==> config.mk <==
export PLATFORM = sky130hd
export DESIGN_NAME = pdm_divider
export DESIGN_NICKNAME = d
export VERILOG_FILES = /design/src/rtl/pdm_pkg.sv /design/src/rtl/pdm_prescaler.sv /design/src/rtl/pdm_swallow_ctr.sv /design/src/rtl/pdm_cfg_hold.sv /design/src/rtl/pdm_divider.sv
export SDC_FILE = /design/constraint.sdc
export NUM_CORES = 1
export LEC_CHECK = 0
export CELL_PAD_IN_SITES_DETAIL_PLACEMENT = 0
export CELL_PAD_IN_SITES_GLOBAL_PLACEMENT = 1
export CORE_ASPECT_RATIO = 1.5
export CORE_MARGIN = 2
export CORE_UTILIZATION = 35
export DETAILED_ROUTE_END_ITERATION = 6
export PLACE_DENSITY_LB_ADDON = 0.3
export SETUP_SLACK_MARGIN = 0.02
export SKIP_CTS_REPAIR_TIMING = 1
export SYNTH_ARGS = -nofsm -noshare
export SYNTH_HDL_FRONTEND = slang
export SYNTH_SLANG_ARGS = --single-unit
export TNS_END_PERCENT = 30
==> constraint.sdc <==
create_clock -name clk -period 6.49 [get_ports clk]
set_clock_uncertainty 0.1 [all_clocks]
set_input_delay 1.298 -clock clk [delete_from_list [all_inputs] [get_ports clk]]
set_output_delay 1.298 -clock clk [all_outputs]
set_load 0.05 [all_outputs]
==> src/rtl/pdm_pkg.sv <==
package pdm_pkg;

  // Prescaler modulus code: P = 8 << code
  typedef enum logic [1:0] {
    PSC_8  = 2'd0,
    PSC_16 = 2'd1,
    PSC_32 = 2'd2,
    PSC_64 = 2'd3
  } psc_sel_e;

  localparam int PSC_BASE_LOG2 = 3;
  localparam int PSC_MAX_LOG2  = PSC_BASE_LOG2 + 3;
  // counter must reach P+1-1 = 64 for the largest modulus
  localparam int PC_W          = PSC_MAX_LOG2 + 1;

  // last count value of one prescaler cycle (modulus P or P+1)
  function automatic logic [PC_W-1:0] psc_last(input psc_sel_e sel, input logic swallow);
    int m;
    m = (1 << (PSC_BASE_LOG2 + int'(sel))) - 1 + (swallow ? 1 : 0);
    return PC_W'(m);
  endfunction

endpackage

==> src/rtl/pdm_prescaler.sv <==
module pdm_prescaler
  import pdm_pkg::*;
(
  input  logic     clk,
  input  logic     rst,
  input  logic     en,
  input  logic     restart,
  input  psc_sel_e sel,
  input  logic     swallow,
  output logic     wrap
);

  logic [PC_W-1:0] pc;
  logic [PC_W-1:0] last;

  assign last = psc_last(sel, swallow);
  assign wrap = en && (pc == last);

  always_ff @(posedge clk) begin
    if (rst || restart) begin
      pc <= '0;
    end else if (en) begin
      pc <= wrap ? '0 : pc + 1'b1;
    end
  end

endmodule

==> src/rtl/pdm_swallow_ctr.sv <==
module pdm_swallow_ctr #(
  parameter int A_W = 6,
  parameter int B_W = 13
) (
  input  logic           clk,
  input  logic           rst,
  input  logic           en,
  input  logic           reload,
  input  logic [A_W-1:0] ld_a,
  input  logic [B_W-1:0] ld_b,
  input  logic           psc_wrap,
  output logic           swallow,
  output logic           terminal,
  output logic [A_W-1:0] a_cnt,
  output logic [B_W-1:0] b_cnt
);

  localparam logic [B_W-1:0] B_LAST = B_W'(1);

  assign swallow  = (a_cnt != '0);
  assign terminal = en && psc_wrap && (b_cnt == B_LAST);

  always_ff @(posedge clk) begin
    if (rst) begin
      a_cnt <= '0;
      b_cnt <= '0;
    end else if (reload) begin
      a_cnt <= ld_a;
      b_cnt <= ld_b;
    end else if (en && psc_wrap) begin
      b_cnt <= b_cnt - 1'b1;
      if (swallow) a_cnt <= a_cnt - 1'b1;
    end
  end

endmodule

==> src/rtl/pdm_cfg_hold.sv <==
module pdm_cfg_hold
  import pdm_pkg::*;
#(
  parameter int A_W = 6,
  parameter int B_W = 13
) (
  input  logic           clk,
  input  logic           rst,
  input  logic           load,
  input  logic [A_W-1:0] a_in,
  input  logic [B_W-1:0] b_in,
  input  psc_sel_e       sel_in,
  input  logic           xfer,
  output logic [A_W-1:0] hold_a,
  output logic [B_W-1:0] hold_b,
  output psc_sel_e       hold_sel,
  output logic           pend_ok,
  output logic           cfg_err
);

  logic pend;
  logic bad_in;

  assign bad_in  = (b_in == '0) || (B_W'(a_in) > b_in);
  assign pend_ok = pend && !cfg_err;

  always_ff @(posedge clk) begin
    if (rst) begin
      hold_a   <= '0;
      hold_b   <= '0;
      hold_sel <= PSC_8;
      pend     <= 1'b0;
      cfg_err  <= 1'b0;
    end else if (load) begin
      hold_a   <= a_in;
      hold_b   <= b_in;
      hold_sel <= sel_in;
      pend     <= 1'b1;
      cfg_err  <= bad_in;
    end else if (xfer) begin
      pend     <= 1'b0;
    end
  end

endmodule

==> src/rtl/pdm_divider.sv <==
module pdm_divider
  import pdm_pkg::*;
#(
  parameter int A_W = 6,
  parameter int B_W = 13
) (
  input  logic           clk,
  input  logic           rst,
  input  logic           load,
  input  logic [A_W-1:0] a_in,
  input  logic [B_W-1:0] b_in,
  input  logic [1:0]     psc_sel,
  output logic           div_pulse,
  output logic           cfg_err
);

  logic           armed;
  logic [A_W-1:0] act_a, hold_a, nxt_a, a_cnt;
  logic [B_W-1:0] act_b, hold_b, nxt_b, b_cnt;
  psc_sel_e       act_sel, hold_sel;
  logic           pend_ok, xfer, reload, terminal, swallow, psc_wrap;

  // new settings only cross at a period boundary, or at once when idle
  assign xfer   = pend_ok && (terminal || !armed);
  assign reload = terminal || xfer;
  assign nxt_a  = xfer ? hold_a : act_a;
  assign nxt_b  = xfer ? hold_b : act_b;

  pdm_cfg_hold #(.A_W(A_W), .B_W(B_W)) u_hold (
    .clk(clk), .rst(rst), .load(load), .a_in(a_in), .b_in(b_in),
    .sel_in(psc_sel_e'(psc_sel)), .xfer(xfer),
    .hold_a(hold_a), .hold_b(hold_b), .hold_sel(hold_sel),
    .pend_ok(pend_ok), .cfg_err(cfg_err)
  );

  pdm_prescaler u_psc (
    .clk(clk), .rst(rst), .en(armed), .restart(reload),
    .sel(act_sel), .swallow(swallow), .wrap(psc_wrap)
  );

  pdm_swallow_ctr #(.A_W(A_W), .B_W(B_W)) u_cnt (
    .clk(clk), .rst(rst), .en(armed), .reload(reload),
    .ld_a(nxt_a), .ld_b(nxt_b), .psc_wrap(psc_wrap),
    .swallow(swallow), .terminal(terminal), .a_cnt(a_cnt), .b_cnt(b_cnt)
  );

  always_ff @(posedge clk) begin
    if (rst) begin
      armed     <= 1'b0;
      act_a     <= '0;
      act_b     <= '0;
      act_sel   <= PSC_8;
      div_pulse <= 1'b0;
    end else begin
      div_pulse <= terminal;
      if (xfer) begin
        armed   <= 1'b1;
        act_a   <= hold_a;
        act_b   <= hold_b;
        act_sel <= hold_sel;
      end
    end
  end

endmodule

Word-level counts from Yosys, hierarchy flattened
Index checks and enable logic that the tools add are counted.
{ "classes": {"div": 0, "order_cmp": 1, "reduce_logical": 17, "n_shift": 1, "mul": 0, "addsub": 6, "bitwise_logic": 0, "mux": 11, "eq_ne": 2} }
{ "op_table": {"columns": ["cell", "n"], "rows": [
  ["13-bit 2-to-1 mux", 3],
  ["1-bit by 32-bit left shift with 7-bit output, first input constant", 1],
  ["6-bit 2-to-1 mux", 4],
  ["13-bit by 1-bit equality test with 1-bit output, second input constant", 1],
  ["6-bit by 13-bit > comparator with 1-bit output", 1],
  ["13-bit logical NOT", 1],
  ["13-bit by 1-bit subtractor with 13-bit output, second input constant", 1],
  ["7-bit by 1-bit adder with 7-bit output, second input constant", 1],
  ["7-bit adder", 1],
  ["7-bit equality test", 1],
  ["7-bit 2-to-1 mux", 1],
  ["7-bit by 2-bit subtractor with 7-bit output, second input constant", 1],
  ["2-bit nonzero test", 3],
  ["6-bit nonzero test", 1],
  ["6-bit by 1-bit subtractor with 6-bit output, second input constant", 1],
  ["1-bit logical AND", 5],
  ["1-bit logical OR", 4],
  ["2-bit by 2-bit adder with 3-bit output, first input constant", 1],
  ["1-bit 2-to-1 mux", 3],
  ["1-bit logical NOT", 2],
  ["2-bit AND reduction", 1]
]} }
{ "totals": {"elab_cells": 51, "mem_bits_rw": 0, "memories": 0, "ff_bits": 72, "rom_bits": 0, "out_inout_bits": 2, "latchBits": 0, "input_bits": 24} }

Depth between registers and ports, before layout
{ "depth": {"depth_word": 13, "depth_mapped": 15, "depth_no_buf": 13} }

Modules after synthesis
Synthesis repeated with hierarchy kept, for this count alone.
{ "hier_totals": {"hier_cells": 422, "area_unflattened_um2": 3950.0} }
{ "by_module_without_submodules": {"columns": ["module", "seq_area_each_um2", "area_each_um2", "n_inst", "cells_per_inst"], "rows": [
  ["pdm_divider", 460.4, 1286.2, 1, 121],
  ["pdm_swallow_ctr", 380.4, 1146.1, 1, 141],
  ["pdm_cfg_hold", 460.4, 997.2, 1, 101],
  ["pdm_prescaler", 140.1, 520.5, 1, 59]
]} }

Least setup slack after synthesis
No wires, ideal clock.
{ "synth_path": {"kind": "register to register", "startpoint": "register u_cnt.a_cnt[0]", "endpoint": "register u_hold.pend", "t_required_ns": 6.262, "path_buffers": 2, "stages_incl_launch_ff": 16, "t_arrival_ns": 2.967, "path_slack_ns": 3.296, "path_cell_list": "dfxtp_1 -> inv_1 -> ha_1 -> nand2b_1 -> nor4_1 -> ha_1 -> ha_1 -> nor3b_1 -> o211ai_1 -> and3_1 -> nand3_2 -> a21o_1 -> buf_6 -> buf_6 -> a21oi_2 -> nor2_1"} }
{ "synth_via": {"elab_chain_len": 10} }
{ "synth_lines": {"columns": ["element", "line_no", "rtl"], "rows": [
  ["start, declared", "pdm_swallow_ctr.sv:14", "output logic [A_W-1:0] a_cnt,"],
  ["start signal, assigned", "pdm_swallow_ctr.sv:28", "a_cnt <= ld_a;"],
  ["start signal, assigned", "pdm_swallow_ctr.sv:32", "if (swallow) a_cnt <= a_cnt - 1'b1;"],
  ["6-bit nonzero test", "pdm_swallow_ctr.sv:20", "assign swallow = (a_cnt != '0);"],
  ["1-bit 2-to-1 mux", "pdm_pkg.sv:19", "m = (1 << (PSC_BASE_LOG2 + int'(sel))) - 1 + (swallow ? 1 : 0);"],
  ["7-bit adder", "pdm_pkg.sv:19", null],
  ["7-bit equality test", "pdm_prescaler.sv:17", "assign wrap = en && (pc == last);"],
  ["1-bit logical AND", "pdm_prescaler.sv:17", null],
  ["1-bit logical AND (2 in series)", "pdm_swallow_ctr.sv:21", "assign terminal = en && psc_wrap && (b_cnt == B_LAST);"],
  ["1-bit logical OR", "pdm_divider.sv:24", "assign xfer = pend_ok && (terminal || !armed);"],
  ["1-bit logical AND", "pdm_divider.sv:24", null],
  ["2-bit nonzero test (no line)", null, null],
  ["end signal, assigned", "pdm_cfg_hold.sv:32", "pend <= 1'b0;"],
  ["end signal, assigned", "pdm_cfg_hold.sv:38", "pend <= 1'b1;"],
  ["end signal, assigned", "pdm_cfg_hold.sv:41", "pend <= 1'b0;"],
  ["end, declared", "pdm_cfg_hold.sv:21", "logic pend;"]
]} }
No other way between the ends.
A chain may end at the register's enable or synchronous reset.

Final worst setup path
{ "layout_path": {"startpoint": "register u_cnt.a_cnt[0]", "endpoint": "register u_cnt.b_cnt[4]"} }
{ "layout_via": {"elab_chain_len": 11, "word_cells_on_any_way": 13, "cone_classes": "add/sub: 1; eq/ne: 1; mux: 3; reduce/logical: 8"} }
{ "layout_lines": {"columns": ["element", "line_no", "rtl"], "rows": [
  ["6-bit nonzero test (*)", "pdm_swallow_ctr.sv:20", null],
  ["1-bit 2-to-1 mux (*)", "pdm_pkg.sv:19", null],
  ["7-bit adder (*)", "pdm_pkg.sv:19", null],
  ["7-bit equality test (*)", "pdm_prescaler.sv:17", null],
  ["1-bit logical AND (*)", "pdm_prescaler.sv:17", null],
  ["1-bit logical AND (*)", "pdm_swallow_ctr.sv:21, pdm_swallow_ctr.sv:30", null],
  ["1-bit logical AND", "pdm_swallow_ctr.sv:21", null],
  ["1-bit logical OR", "pdm_divider.sv:24", null],
  ["1-bit logical AND", "pdm_divider.sv:24", null],
  ["13-bit 2-to-1 mux or 1-bit logical OR (tied branches)", null, null],
  ["13-bit 2-to-1 mux or 2-bit nonzero test (tied branches)", null, null],
  ["end signal, assigned", "pdm_swallow_ctr.sv:29", "b_cnt <= ld_b;"],
  ["end signal, assigned", "pdm_swallow_ctr.sv:31", "b_cnt <= b_cnt - 1'b1;"],
  ["end, declared", "pdm_swallow_ctr.sv:15", "output logic [B_W-1:0] b_cnt"]
]} }
Every way passes the cells marked *; elsewhere a longest branch is shown, timed or not.

==> metrics.cfg <==
[status]
outcome = complete, no violations

[critical_path]
endpoint_kind = flop
path_max_fanout = 22
cp.arrival_ns = 4.49
worstSetupPathType = reg2reg
start_kind = flop
required_ns = 6.62

[clock_network]
cts_buffers = 9
root_buffer = clkbuf_16
tritoncts = built
clk_path_buf_depth = 2
clk_latency_ns = 0.33
clk_pin_slew_ns = 0.06
cts_max_level = 3
cts_sinks = 72

[placement]
gp_congestion = 0.8974
hpwl_mm = 7.237
port_buffers = 25
post_dp_cell_area_mm2 = 0.004159
preCtsSetupSlack_ns = 2.170

[sta]
rsz0062_at_grt = false
clock.fmax_mhz = 229.4
max_slew_margin_pct = 31.30
slew_violations = 0
final.setup.tns_ns = 0
setup_ws_ns = 2.131
setup_viol = 0
hold_viol = 0
period_share_pct = 67.16
finalCriticalPeriod_ns = 4.359
worst_pin_slew_ns = 1.030

[floorplanning]
die_w_um = 89.30
die_area_mm2 = 0.01178
start_util_pct = 36.07
die_h_um = 132.0
rows = 46
core_area_mm2 = 0.01059
ios = 26

[logic_synthesis]
syn_inst = 473
yosysTopAreaCell = dfxtp_1
synth_area_mm2 = 0.003820
async_flop_share_pct = 0
avgSynthCellArea_um2 = 8.076
synth_edf_count = 0
ys.flop_type = dfxtp_1
yosys-top-cells-area = dfxtp_1 38%, nand2_1 6.8%, nor2_1 6.7%
ys_seq_area_share_pct = 37.73
yosysWarnings = 0
ys_types = 65
ys_ff_latch = 72
synth.top_cell.area_share_pct = 37.73

[min_path]
hp-class = reg2reg

[global_routing]
grt_util_all_layers_pct = 17.48
overflow = 0
grt_start_max_net_pins = 64
grt_pass1_vias = 3224
grt_pass1_wl_mm = 16.30
antenna_found_initial = 0

[pwr]
worst_ir_drop_vdd_uv = 212.0
leakage_nw = 1.705
p_per_area_mw_per_mm2 = 286.2

[flow_run]
drv_cap = 0

[routing]
drc = 0
drt-total-wl_mm = 9.893
drt_first_pass_iters = 4
ant_nets = 0
drtIter0Drc = 191
via_count = 3384
wl_per_cell_um = 15.53
vias_per_cell = 5.312

[layout]
finalNetCount = 524
synthToLayoutAreaGrowth_pct = 16.87
diodes = 0
design_area_mm2 = 0.004464
drive_above_1_share_pct = 6.897

-- state kept, by name (all words and copies together), names as in the netlist --
name / flops
act_b: 13
u_cnt.b_cnt: 13
u_hold.hold_b: 13
u_psc.pc: 7
act_a: 6
u_cnt.a_cnt: 6
u_hold.hold_a: 6
act_sel: 2
u_hold.hold_sel: 2
armed: 1
div_pulse: 1
u_hold.cfg_err: 1
u_hold.pend: 1
-- worst max-delay path, cell delays in order, from the launching register on --
cell	delay, ns
dfxtp_1	0.34
inv_1	0.06
ha_1	0.17
nand2b_1	0.09
nor4_1	0.50
ha_1	0.40
ha_1	0.30
nor3b_1	0.08
o211ai_1	0.35
and3_1	0.27
nand3_2	0.30
a21oi_2	0.84
nand2_1	0.18
o311ai_1	0.28
-- synthesized netlist by cell type, types with 6 or more instances --
library cell	count
nand2_1	69
nor4_1	7
mux2i_1	25
o21ai_0	12
xor2_1	8
nor3_1	10
clkbuf_1	17
inv_1	17
buf_2	6
nand2b_1	6
ha_1	12
nor2_1	68
nand3_1	12
xnor2_1	8
dfxtp_1	72
nand4_1	8
a21oi_1	34
-- placed cells by master (no fill, tap or decap), drive strengths merged, types with 4 or more instances in the layout --
cell,n
a21oi,36
a31oi,4
a32o,4
buf,6
clkbuf,10
clkdlybuf4s50,24
dfxtp,72
ha,12
inv,18
mux2i,25
nand2,69
nand2b,6
nand3,13
nand4,9
nor2,68
nor3,11
nor4,7
o211ai,4
o21ai,16
o31ai,4
or3,4
xnor2,8
xor2,8
-- report_power, final --
group / total [W] / leakage, nW / internal [W] / switching (W)
registers: 0.000495 / 0.588 / 0.000469 / 0.0000268
logic: 0.000281 / 0.976 / 0.000119 / 0.000162
clock network: 0.000501 / 0.141 / 0.000309 / 0.000193
-- final timing paths --
check                                    from                          end  slack, ns  cells after the start
hold reg to reg           act_a[5]$_SDFF_PP0_          act_a[5]$_SDFF_PP0_       0.35                      2
setup / recovery  u_cnt.a_cnt[0]$_SDFFE_PP0P_  u_cnt.b_cnt[4]$_SDFFE_PP0P_       2.13                     13
setup reg to reg  u_cnt.a_cnt[0]$_SDFFE_PP0P_  u_cnt.b_cnt[4]$_SDFFE_PP0P_       2.13                     13
hold / removal            act_a[5]$_SDFF_PP0_          act_a[5]$_SDFF_PP0_       0.35                      2
-- cell type report --
cell class / instances / area [µm²]
clock buffers: 10 / 239.0
fillers: 1107 / 6126
inverters: 17 / 63.81
well taps: 144 / 180.2
repair buffers: 30 / 282.8
flip-flops and latches: 72 / 1441
clock inverters: 6 / 66.31
multi-input cells: 358 / 2191
-- per-stage QoR --
step                      std cells  hold slack (ns)  total power [W]  util, %
after detailed placement        621           0.3479        0.0007827    39.27
after global placement          621           0.3394        0.0007816    39.27
after floorplan                 474           0.3312        0.0007111        -
after global routing            637           0.3715         0.001341    42.16
after CTS                       637           0.3570         0.001288    42.16
final                           637           0.3544         0.001278    42.16
-- cell families (layout without fill, tap and decap cells) --
| group | Yosys count | count (layout) | synth area share (%) |
|---|---|---|---|
| and+or+nand+nor | 206 | 206 | 25.65 |
| AOI/OAI and AO/OA | 97 | 97 | 17.36 |
| DFF | 72 | 72 | 37.73 |
| buffers and inverters | 44 | 63 | 5.011 |
| muxes | 25 | 25 | 6.551 |
| xor gates and xnor gates | 16 | 16 | 3.669 |
| adders and majority gates | 12 | 12 | 3.930 |
| other | 1 | 2 | 0.09817 |
-- metal layers --
metal,GRT usage (%),part of all wire [%]
met1,22.19,43
met2,28.56,50
met3,2.755,4.1
met4,7.794,2.8
met5,0,0
Power figures use the tool's default switching activity.
